### src/rtl/mbist_pkg.sv
package mbist_pkg;

    typedef enum logic [1:0] {
        MODE_UNIQ  = 2'd0,
        MODE_PAT   = 2'd1,
        MODE_SLIDE = 2'd2,
        MODE_MARCH = 2'd3
    } mode_e;

    typedef enum logic [1:0] {
        OP_WRITE = 2'd0,
        OP_READ  = 2'd1,
        OP_RMW   = 2'd2
    } op_e;

    typedef enum logic [2:0] {
        SRC_ZERO = 3'd0,
        SRC_ADDR = 3'd1,
        SRC_ITER = 3'd2,
        SRC_BG   = 3'd3,
        SRC_BGN  = 3'd4
    } src_e;

    typedef enum logic [1:0] {
        ST_IDLE = 2'd0,
        ST_LOAD = 2'd1,
        ST_RUN  = 2'd2,
        ST_FIN  = 2'd3
    } state_e;

    // One sweep over the window: what it does, which way, and which data
    typedef struct packed {
        op_e  op;
        logic down;
        src_e src;
    } pass_t;

    function automatic pass_t pass_of(mode_e m, logic [1:0] step);
        pass_t p;
        p = '{op: OP_WRITE, down: 1'b0, src: SRC_ZERO};
        case (m)
            MODE_UNIQ: case (step)
                2'd0:    p = '{op: OP_WRITE, down: 1'b0, src: SRC_ZERO};
                2'd1:    p = '{op: OP_WRITE, down: 1'b0, src: SRC_ADDR};
                2'd2:    p = '{op: OP_READ,  down: 1'b0, src: SRC_ADDR};
                default: p = '{op: OP_READ,  down: 1'b1, src: SRC_ADDR};
            endcase
            MODE_PAT: case (step)
                2'd0:    p = '{op: OP_WRITE, down: 1'b0, src: SRC_ITER};
                default: p = '{op: OP_READ,  down: 1'b0, src: SRC_ITER};
            endcase
            MODE_SLIDE: case (step)
                2'd0:    p = '{op: OP_WRITE, down: 1'b0, src: SRC_ZERO};
                2'd1:    p = '{op: OP_WRITE, down: 1'b0, src: SRC_ITER};
                default: p = '{op: OP_READ,  down: 1'b0, src: SRC_ITER};
            endcase
            default: case (step)
                2'd0:    p = '{op: OP_WRITE, down: 1'b0, src: SRC_BG};
                2'd1:    p = '{op: OP_RMW,   down: 1'b0, src: SRC_BG};
                default: p = '{op: OP_RMW,   down: 1'b1, src: SRC_BGN};
            endcase
        endcase
        return p;
    endfunction

    function automatic logic [1:0] last_step(mode_e m);
        case (m)
            MODE_UNIQ: return 2'd3;
            MODE_PAT:  return 2'd1;
            default:   return 2'd2;
        endcase
    endfunction

endpackage

### src/rtl/mbist_addr_seq.sv
module mbist_addr_seq #(
    parameter int AW = 10
) (
    input  logic          clk,
    input  logic          rst,
    input  logic          load,
    input  logic          down,
    input  logic          adv,
    input  logic [AW-1:0] lo,
    input  logic [AW-1:0] hi,
    output logic [AW-1:0] addr,
    output logic          at_last
);
    always_ff @(posedge clk) begin
        if (rst) begin
            addr <= '0;
        end else if (load) begin
            addr <= down ? hi : lo;
        end else if (adv) begin
            addr <= down ? addr - 1'b1 : addr + 1'b1;
        end
    end

    assign at_last = down ? (addr == lo) : (addr == hi);
endmodule

### src/rtl/mbist_capture.sv
module mbist_capture #(
    parameter int AW = 10,
    parameter int DW = 32
) (
    input  logic          clk,
    input  logic          rst,
    input  logic          clear,
    input  logic          check,
    input  logic [AW-1:0] addr,
    input  logic [DW-1:0] exp_word,
    input  logic [DW-1:0] actual,
    output logic          mismatch,
    output logic          fail,
    output logic [AW-1:0] fail_addr,
    output logic [DW-1:0] fail_exp,
    output logic [DW-1:0] fail_act
);
    assign mismatch = (actual != exp_word);

    always_ff @(posedge clk) begin
        if (rst || clear) begin
            fail      <= 1'b0;
            fail_addr <= '0;
            fail_exp  <= '0;
            fail_act  <= '0;
        end else if (check && mismatch && !fail) begin
            fail      <= 1'b1;
            fail_addr <= addr;
            fail_exp  <= exp_word;
            fail_act  <= actual;
        end
    end
endmodule

### src/rtl/mem_selftest.sv
module mem_selftest
    import mbist_pkg::*;
#(
    parameter int AW = 10,
    parameter int DW = 32
) (
    input  logic          clk,
    input  logic          rst,
    input  logic          start,
    input  logic [1:0]    mode,
    input  logic [AW-1:0] lo_addr,
    input  logic [AW-1:0] hi_addr,
    output logic          busy,
    output logic          done,
    output logic          fail,
    output logic [AW-1:0] fail_addr,
    output logic [DW-1:0] fail_exp,
    output logic [DW-1:0] fail_act,
    output logic [AW-1:0] mem_addr,
    output logic          mem_we,
    output logic [DW-1:0] mem_wdata,
    input  logic [DW-1:0] mem_rdata
);
    localparam int            IW         = $clog2(DW);
    localparam logic [DW-1:0] BG         = {(DW/2){2'b01}};
    localparam logic [IW-1:0] SLIDE_LAST = IW'(DW - 1);

    state_e        state_q;
    mode_e         mode_q;
    logic [AW-1:0] lo_q, hi_q;
    logic [1:0]    step_q;
    logic [IW-1:0] iter_q;
    logic          wait_q;

    pass_t         cur;
    logic [DW-1:0] iter_word, src_val;
    logic [IW-1:0] last_iter;
    logic          run, is_wr, check, mismatch, at_last;
    logic          loc_done, pass_end, iter_end, all_end, accept;

    assign cur    = pass_of(mode_q, step_q);
    assign run    = (state_q == ST_RUN);
    assign is_wr  = (cur.op == OP_WRITE);
    assign accept = start && (state_q == ST_IDLE || state_q == ST_FIN);

    // Word used by the current round of the pattern and walking-one modes
    always_comb begin
        if (mode_q == MODE_SLIDE) begin
            iter_word = DW'(1) << iter_q;
        end else begin
            case (iter_q[1:0])
                2'd0:    iter_word = '0;
                2'd1:    iter_word = '1;
                2'd2:    iter_word = BG;
                default: iter_word = ~BG;
            endcase
        end
    end

    always_comb begin
        case (cur.src)
            SRC_ADDR: src_val = DW'(mem_addr);
            SRC_ITER: src_val = iter_word;
            SRC_BG:   src_val = BG;
            SRC_BGN:  src_val = ~BG;
            default:  src_val = '0;
        endcase
    end

    always_comb begin
        case (mode_q)
            MODE_PAT:   last_iter = IW'(3);
            MODE_SLIDE: last_iter = SLIDE_LAST;
            default:    last_iter = '0;
        endcase
    end

    // A read location finishes on its second cycle, a write location on its first
    assign check    = run && !is_wr && wait_q;
    assign loc_done = run && (is_wr || wait_q);
    assign pass_end = loc_done && at_last;
    assign iter_end = pass_end && (step_q == last_step(mode_q));
    assign all_end  = iter_end && (iter_q == last_iter);

    assign mem_we    = run && (is_wr || (cur.op == OP_RMW && wait_q && !mismatch));
    assign mem_wdata = is_wr ? src_val : ~src_val;

    mbist_addr_seq #(.AW(AW)) u_seq (
        .clk     (clk),
        .rst     (rst),
        .load    (state_q == ST_LOAD),
        .down    (cur.down),
        .adv     (loc_done && !at_last && !(check && mismatch)),
        .lo      (lo_q),
        .hi      (hi_q),
        .addr    (mem_addr),
        .at_last (at_last)
    );

    mbist_capture #(.AW(AW), .DW(DW)) u_cap (
        .clk       (clk),
        .rst       (rst),
        .clear     (accept),
        .check     (check),
        .addr      (mem_addr),
        .exp_word  (src_val),
        .actual    (mem_rdata),
        .mismatch  (mismatch),
        .fail      (fail),
        .fail_addr (fail_addr),
        .fail_exp  (fail_exp),
        .fail_act  (fail_act)
    );

    always_ff @(posedge clk) begin
        if (rst) begin
            state_q <= ST_IDLE;
            mode_q  <= MODE_UNIQ;
            lo_q    <= '0;
            hi_q    <= '0;
            step_q  <= '0;
            iter_q  <= '0;
            wait_q  <= 1'b0;
        end else begin
            case (state_q)
                ST_IDLE, ST_FIN: begin
                    if (start) begin
                        state_q <= ST_LOAD;
                        mode_q  <= mode_e'(mode);
                        lo_q    <= lo_addr;
                        hi_q    <= hi_addr;
                        step_q  <= '0;
                        iter_q  <= '0;
                        wait_q  <= 1'b0;
                    end
                end
                ST_LOAD: state_q <= ST_RUN;
                ST_RUN: begin
                    if (check && mismatch) begin
                        state_q <= ST_FIN;
                    end else begin
                        if (!is_wr) wait_q <= !wait_q;
                        if (pass_end) begin
                            if (all_end) begin
                                state_q <= ST_FIN;
                            end else begin
                                state_q <= ST_LOAD;
                                if (iter_end) begin
                                    step_q <= '0;
                                    iter_q <= iter_q + 1'b1;
                                end else begin
                                    step_q <= step_q + 1'b1;
                                end
                            end
                        end
                    end
                end
                default: state_q <= ST_IDLE;
            endcase
        end
    end

    assign busy = (state_q == ST_LOAD) || run;
    assign done = (state_q == ST_FIN);
endmodule

### config.mk
export PLATFORM = sky130hd
export DESIGN_NAME = mem_selftest
export DESIGN_NICKNAME = d
export VERILOG_FILES = /design/src/rtl/mbist_pkg.sv /design/src/rtl/mbist_addr_seq.sv /design/src/rtl/mbist_capture.sv /design/src/rtl/mem_selftest.sv
export SDC_FILE = /design/constraint.sdc
export NUM_CORES = 1
export LEC_CHECK = 0
export BUFFER_PORTS_ARGS = -buffer_cell sky130_fd_sc_hd__buf_2
export CORE_MARGIN = 2
export CORE_UTILIZATION = 50
export DETAILED_ROUTE_END_ITERATION = 6
export PLACE_DENSITY = 0.88
export SYNTH_ARGS = -nofsm -noshare
export SYNTH_HDL_FRONTEND = slang
export SYNTH_SLANG_ARGS = --single-unit
### constraint.sdc
create_clock -name clk -period 4 [get_ports clk]
set_input_delay 0.4 -clock clk [delete_from_list [all_inputs] [get_ports clk]]
set_output_delay 0.4 -clock clk [all_outputs]
set_load 0.01 [all_outputs]
After elaboration in Yosys (flattened, before gate mapping)

Index checks and enable logic that the tools add are counted.

Input bits: 57
Bits in registers: 117
Logic and storage cells: 119
Output and inout bits: 120

Eq/ne operators: 26
Bitwise gates (word level): 1
Shift-type cells: 1
$add $sub $neg: 4
Reduce and logical (&&, ||, !) cells: 38
Muxes and demuxes: 37

Operator list:

| cell                                                                   | count |
|---|---|
| 32-bit one-hot mux with 4 select lines                                 | 1 |
| 32-bit one-hot mux with 3 select lines                                 | 1 |
| 32-bit 2-to-1 mux                                                      | 2 |
| 10-bit 2-to-1 mux                                                      | 4 |
| 32-bit inequality test                                                 | 1 |
| 32-bit NOT                                                             | 1 |
| 1-bit by 5-bit left shift with 32-bit output (first input constant)    | 1 |
| 5-bit 2-to-1 mux                                                       | 6 |
| 5-bit one-hot mux with 2 select lines                                  | 3 |
| 10-bit equality test                                                   | 2 |
| 2-bit 2-to-1 mux                                                       | 9 |
| 6-bit one-hot mux with 3 select lines                                  | 1 |
| 5-bit one-hot mux with 3 select lines                                  | 1 |
| 1-bit logical AND                                                      | 14 |
| 2-bit equality test (second input constant)                            | 6 |
| 6-bit one-hot mux with 2 select lines                                  | 1 |
| 10-bit by 1-bit adder with 10-bit output (second input constant)       | 1 |
| 2-bit logical NOT                                                      | 5 |
| 10-bit by 1-bit subtractor with 10-bit output (second input constant)  | 1 |
| 2-bit by 1-bit equality test with 1-bit output (second input constant) | 4 |
| 2-bit inequality test (second input constant)                          | 4 |
| 2-bit one-hot mux with 2 select lines                                  | 2 |
| 3-bit by 2-bit equality test with 1-bit output (second input constant) | 2 |
| 1-bit logical NOT                                                      | 6 |
| 18 further kinds                                                       | 28 |

Logic depth before layout (Yosys ltp)

Depth after elaboration: 13
Gate-level depth with buffers: 18
Mapped depth without buffers: 16

Modules after synthesis

A second synthesis with hierarchy kept.

Cell total of the unflattened synthesis: 900
Area, all modules: 7284.5 um^2

By module, submodules not included:

| module         | seq. area each (um^2) | times used | area each (um^2) | cells each |
|---|---|---|---|---|
| mbist_capture  | 1501.4                | 1          | 3304.4           | 368 |
| mem_selftest   | 640.6                 | 1          | 2758.9           | 388 |
| mbist_addr_seq | 200.2                 | 1          | 1221.2           | 144 |

Worst setup path after synthesis

OpenSTA, ideal clock, no wires.

Path type: register -> output
From: reg mode_q[0]
To: out mem_we
Arrival time: 3418 ps
Buffers on the path: 2
Slack: 182 ps
Cell stages (with the launch flop): 15
Data required time: 3600 ps
Cell sequence: dfxtp_1 > inv_1 > ha_1 > buf_4 > or4b_4 > a21oi_1 > nor3_2 > buf_2 > o21ai_1 > xnor2_1 > nand2_1 > nor4_4 > nand3_2 > or3_1 > a21oi_1

Word-level cells in the longest chain between the ends: 9
Elaborated cells between the ends (all ways): 18
Classes of those cells: eq/ne (8); mux (3); reduce/logical (7)

RTL lines:

| element                                     | RTL line                            | text |
|---|---|---|
| start: declaration                          | mem_selftest.sv:29                  | `mode_e mode_q;` |
| start signal: assignment                    | mem_selftest.sv:129                 | `mode_q <= mode_e'(mode);` |
| 2-bit equality test (tied with other cells) | mbist_pkg.sv:41, mem_selftest.sv:48 |  |
| 6-bit one-hot mux with 3 select lines       | mbist_pkg.sv:41                     | `case (m)` |
| 3-bit equality test (tied with other cells) | mem_selftest.sv:61                  | `case (cur.src)` |
| 32-bit one-hot mux with 4 select lines      | mem_selftest.sv:61                  |  |
| 32-bit inequality test                      | mbist_capture.sv:18                 | `assign mismatch = (actual != exp_word);` |
| 1-bit logical NOT                           | mem_selftest.sv:85                  | `assign mem_we = run && (is_wr \|\| (cur.op == OP_RMW && wait_q && !mismatch));` |
| 1-bit logical AND                           | mem_selftest.sv:85                  |  |
| 1-bit logical OR (*)                        | mem_selftest.sv:85                  |  |
| 1-bit logical AND (*)                       | mem_selftest.sv:85                  |  |
| end: declaration                            | mem_selftest.sv:20                  | `output logic mem_we,` |

Every way passes the cells marked *; elsewhere a longest branch is shown, timed or not.

Final worst setup path

From: reg mode_q[1]
To: out mem_we

Same word-level chain as after synthesis.

==> out/summary.txt <==
Outcome: finished, violations left
Failing checks: setup timing
Fmax: 233 MHz
Antenna violations before repair: 0
Synth Net Count: 1017
Initial DRT Pass Iterations: 5
Final setup margin: -0.295 ns
Clk network pwr share: 32.8%
PortBufs: 176
CP Max Fanout: 6
Starting density of the core: 51.3%
Vias: 7773
Synth cell types: 79
Clock root cell: clkbuf_16
GR Overflow Total: 0
Combinational share of power: 33.6%
WL final: 22.9 mm
EDFF count, synth: 0
Placed Area: 8760 um2
Reg2reg end: step_q[1]
Largest family of logic cells by synthesized area: simple AND/OR/NAND/NOR gates
Cells after synthesis: 930
Slew Limit Fails: 0
Mapped cell area: 7480 um2
Share of layout cells above drive strength 1: 28.6%
Average size of a mapped cell: 8.05 um2
Worst setup path category: flop to output port
ANT nets after route: 0
Crit path time final: 4.29 ns
Synth Register Bits: 117
Share of the synthesized area in the top cell type: 31.3%
Crit start category: flop
Area grow syn2layout: 28.0%
R2r worst-path depth: 15
Slew of the pin with the lowest slew margin: 0.963 ns
Power per cell area: 442 nW/um2
Placed Instances: 1276
Cell accounting for the most synthesized area: dfxtp_1
Ports: 177
Synth Area in XOR/XNOR: 6.32%
Hold Path Cell Cnt: 3
RSZ-0062 raised after global routing: yes
Sequential share of the synthesized area: 31.3%
Ys async rst share: 0%
Clock skew: 0.0109 ns
Core area: 14600 um2
VDD IR max: 0.370 mV
Longest Clk Path Bufs: 2
Pleak: 3.91 nW
Simple-gate share of the synthesized area: 22.3%
Top cells by area, synth: dfxtp_1 31%, mux2i_1 11%, xnor2_1 6.1%
Met3 Usage GRT: 5.53%
R2r setup slk: 0.23 ns
Synth warnings: 0
Die ar.: 16000 um2
Initial DRC Count: 706
H-tree lvl count: 4
DIE HEIGHT: 126 um
Critical Path End Type: output port
Hold endpoint: lo_q[3]
Most common cell in the synthesized netlist: dfxtp_1
Mux contribution to synthesized area: 11.2%
Net Sw Frac: 37.8%
Vias per cell: 5.89
GP Congestion: 0.956
Routed WL per cell: 17.4 um
CP arrival: 3.89 ns
Post-detailed-route DRC marker count: 0
Max-cap viol count: 0
Layout Nets: 1209
ANT cells: 0
Largest net degree at the start of global routing: 43
Net Sw Power: 1.60 mW
TritonCTS Sinks: 117
Final Cycle Share: 107%
Die W: 126 um
DP Worst Slack: 0.0520 ns
GRT busiest layer: met2
CTS Buf Count: 17
Worst r2r src: mode_q[1]
Seq pwr share: 33.6%
Total negative slack: -0.295 ns
Clock latency on the worst-skew pair: 0.42 ns
GR Util met1: 34.4%
Fin util: 65.6%
Hold Startpoint: lo_addr[3]
Worst-path clk slew: 0.06 ns
First-pass GRT wire length: 35.9 mm
Rows: 44
Overall routing resource usage: 27.7%
Final hold vios: 0
Met2 Usage GRT: 46.9%
Finished Layout Cells: 1319
Post-synthesis compound-gate area fraction: 18.5%
CTS tree: built
Post-synthesis adder-cell area fraction: 5.12%
Normalized max-slew margin: 35.8%
Final HPWL DP: 16.7 mm
Top post-synthesis cells by count: 117 x dfxtp_1, 110 x nor2_1, 107 x nand2_1, 83 x a21oi_1, 80 x mux2i_1
Final setup fails: 1
Int Pwr: 2.63 mW
Top FF cell, synth: dfxtp_1
Final Cell Area: 9570 um2
Number of global-route vias before repair: 7279
HP Class: input pin to flop
WP data required: 3.60 ns
## worst max path at each step
stage / start / end / slack [ns] / cells after the start
after floorplan: mode_q[0] / mem_we / 0.18 / 14
after global placement: step_q[0] / iter_q[1] / 0.15 / 13
after detailed placement: mode_q[0] / mem_we / 0.05 / 14
after global routing: mode_q[0] / mem_we / -0.42 / 15
after CTS: step_q[0] / mem_we / -0.18 / 13
final: mode_q[1] / mem_we / -0.29 / 15
## power by group through the flow
stage	clock (mW)	combinational [mW]	sequential, mW
detailed placement	0	1.30	1.44
finish	1.39	1.42	1.42
floorplan	0	0.911	1.37
global route	1.47	1.55	1.43
global placement	0	1.27	1.43
CTS	1.41	1.31	1.41
## metrics by stage
step                hold slack (ns)  total power [mW]
floorplan                     0.445              2.28
global placement              0.459              2.70
detailed placement            0.466              2.73
CTS                           0.197              4.13
global route                  0.216              4.45
finish                        0.214              4.24
## cells by family (layout without fill, tap and decap cells)
group,after synthesis,in the layout
compound gates,221,221
xor+xnor,54,54
fa+ha+maj,30,30
buf+inv,89,294
flops,117,117
mux,83,83
simple gates,336,336
## layer usage
layer  wire length, um  vias up
li1                  -     3696
met1              9140     3581
met2             10900      419
met3              1810       77
met4              1000        0
met5                 0        -
## repair_timing
| action | 4_1_cts | 5_1_grt |
|---|---|---|
| hold buffers | 0 | 0 |
| resized for setup | 9 | 29 |
| cloned | 0 | 1 |
| buffers inserted | 0 | 10 |
| endpoints found under the setup margin | 1 | 10 |
| pin swaps | 0 | 12 |
## layout by cell type, fill, tap and decap left out, types with 4 or more instances in the layout
master / instances
o2111ai_1: 5
nand3_1: 25
buf_2: 176
or4_1: 5
o21ai_0: 51
buf_12: 6
a211oi_1: 10
nor2_1: 108
dfxtp_1: 115
nand2_1: 106
o21ai_1: 8
a21oi_1: 76
nand2b_1: 8
o31ai_1: 4
clkinv_2: 4
a21o_1: 5
inv_1: 22
a311oi_1: 5
clkinv_4: 4
nor3_1: 14
mux2i_1: 80
nand3b_1: 4
nand4_1: 11
buf_4: 52
a21oi_2: 5
clkbuf_16: 18
xnor2_1: 52
a31oi_1: 8
ha_1: 25
and3_1: 9
clkinvlp_4: 4
## critical path, stage by stage, from the launching register on
cell and delay (ns):
dfxtp_4 0.40, inv_4 0.06, ha_4 0.15, or4b_4 0.58
a21oi_4 0.20, nor3_4 0.08, buf_12 0.15, clkbuf_16 0.14
nor2_4 0.15, a21oi_4 0.05, a221o_1 0.37, nor4_4 0.33
nand3_2 0.13, or3_4 0.40, a21oi_2 0.12, buf_2 0.16
## sequential cells by signal, summed over array words and instances, names as in the netlist
name             cells
u_seq.addr          10
state_q              2
iter_q               5
lo_q                10
u_cap.fail_addr     10
mode_q               2
hi_q                10
step_q               2
wait_q               1
u_cap.fail           1
u_cap.fail_act      32
u_cap.fail_exp      32
## cell type report
type / instances / area (um2)
fill: 1146 / 5010
multi-input combinational: 724 / 4920
sequential: 117 / 2350
timing repair buffer: 236 / 1430
clock buffer: 18 / 439
tap: 184 / 230
clock inverter: 14 / 105
inverter: 26 / 103
Power figures use the tool's default switching activity.
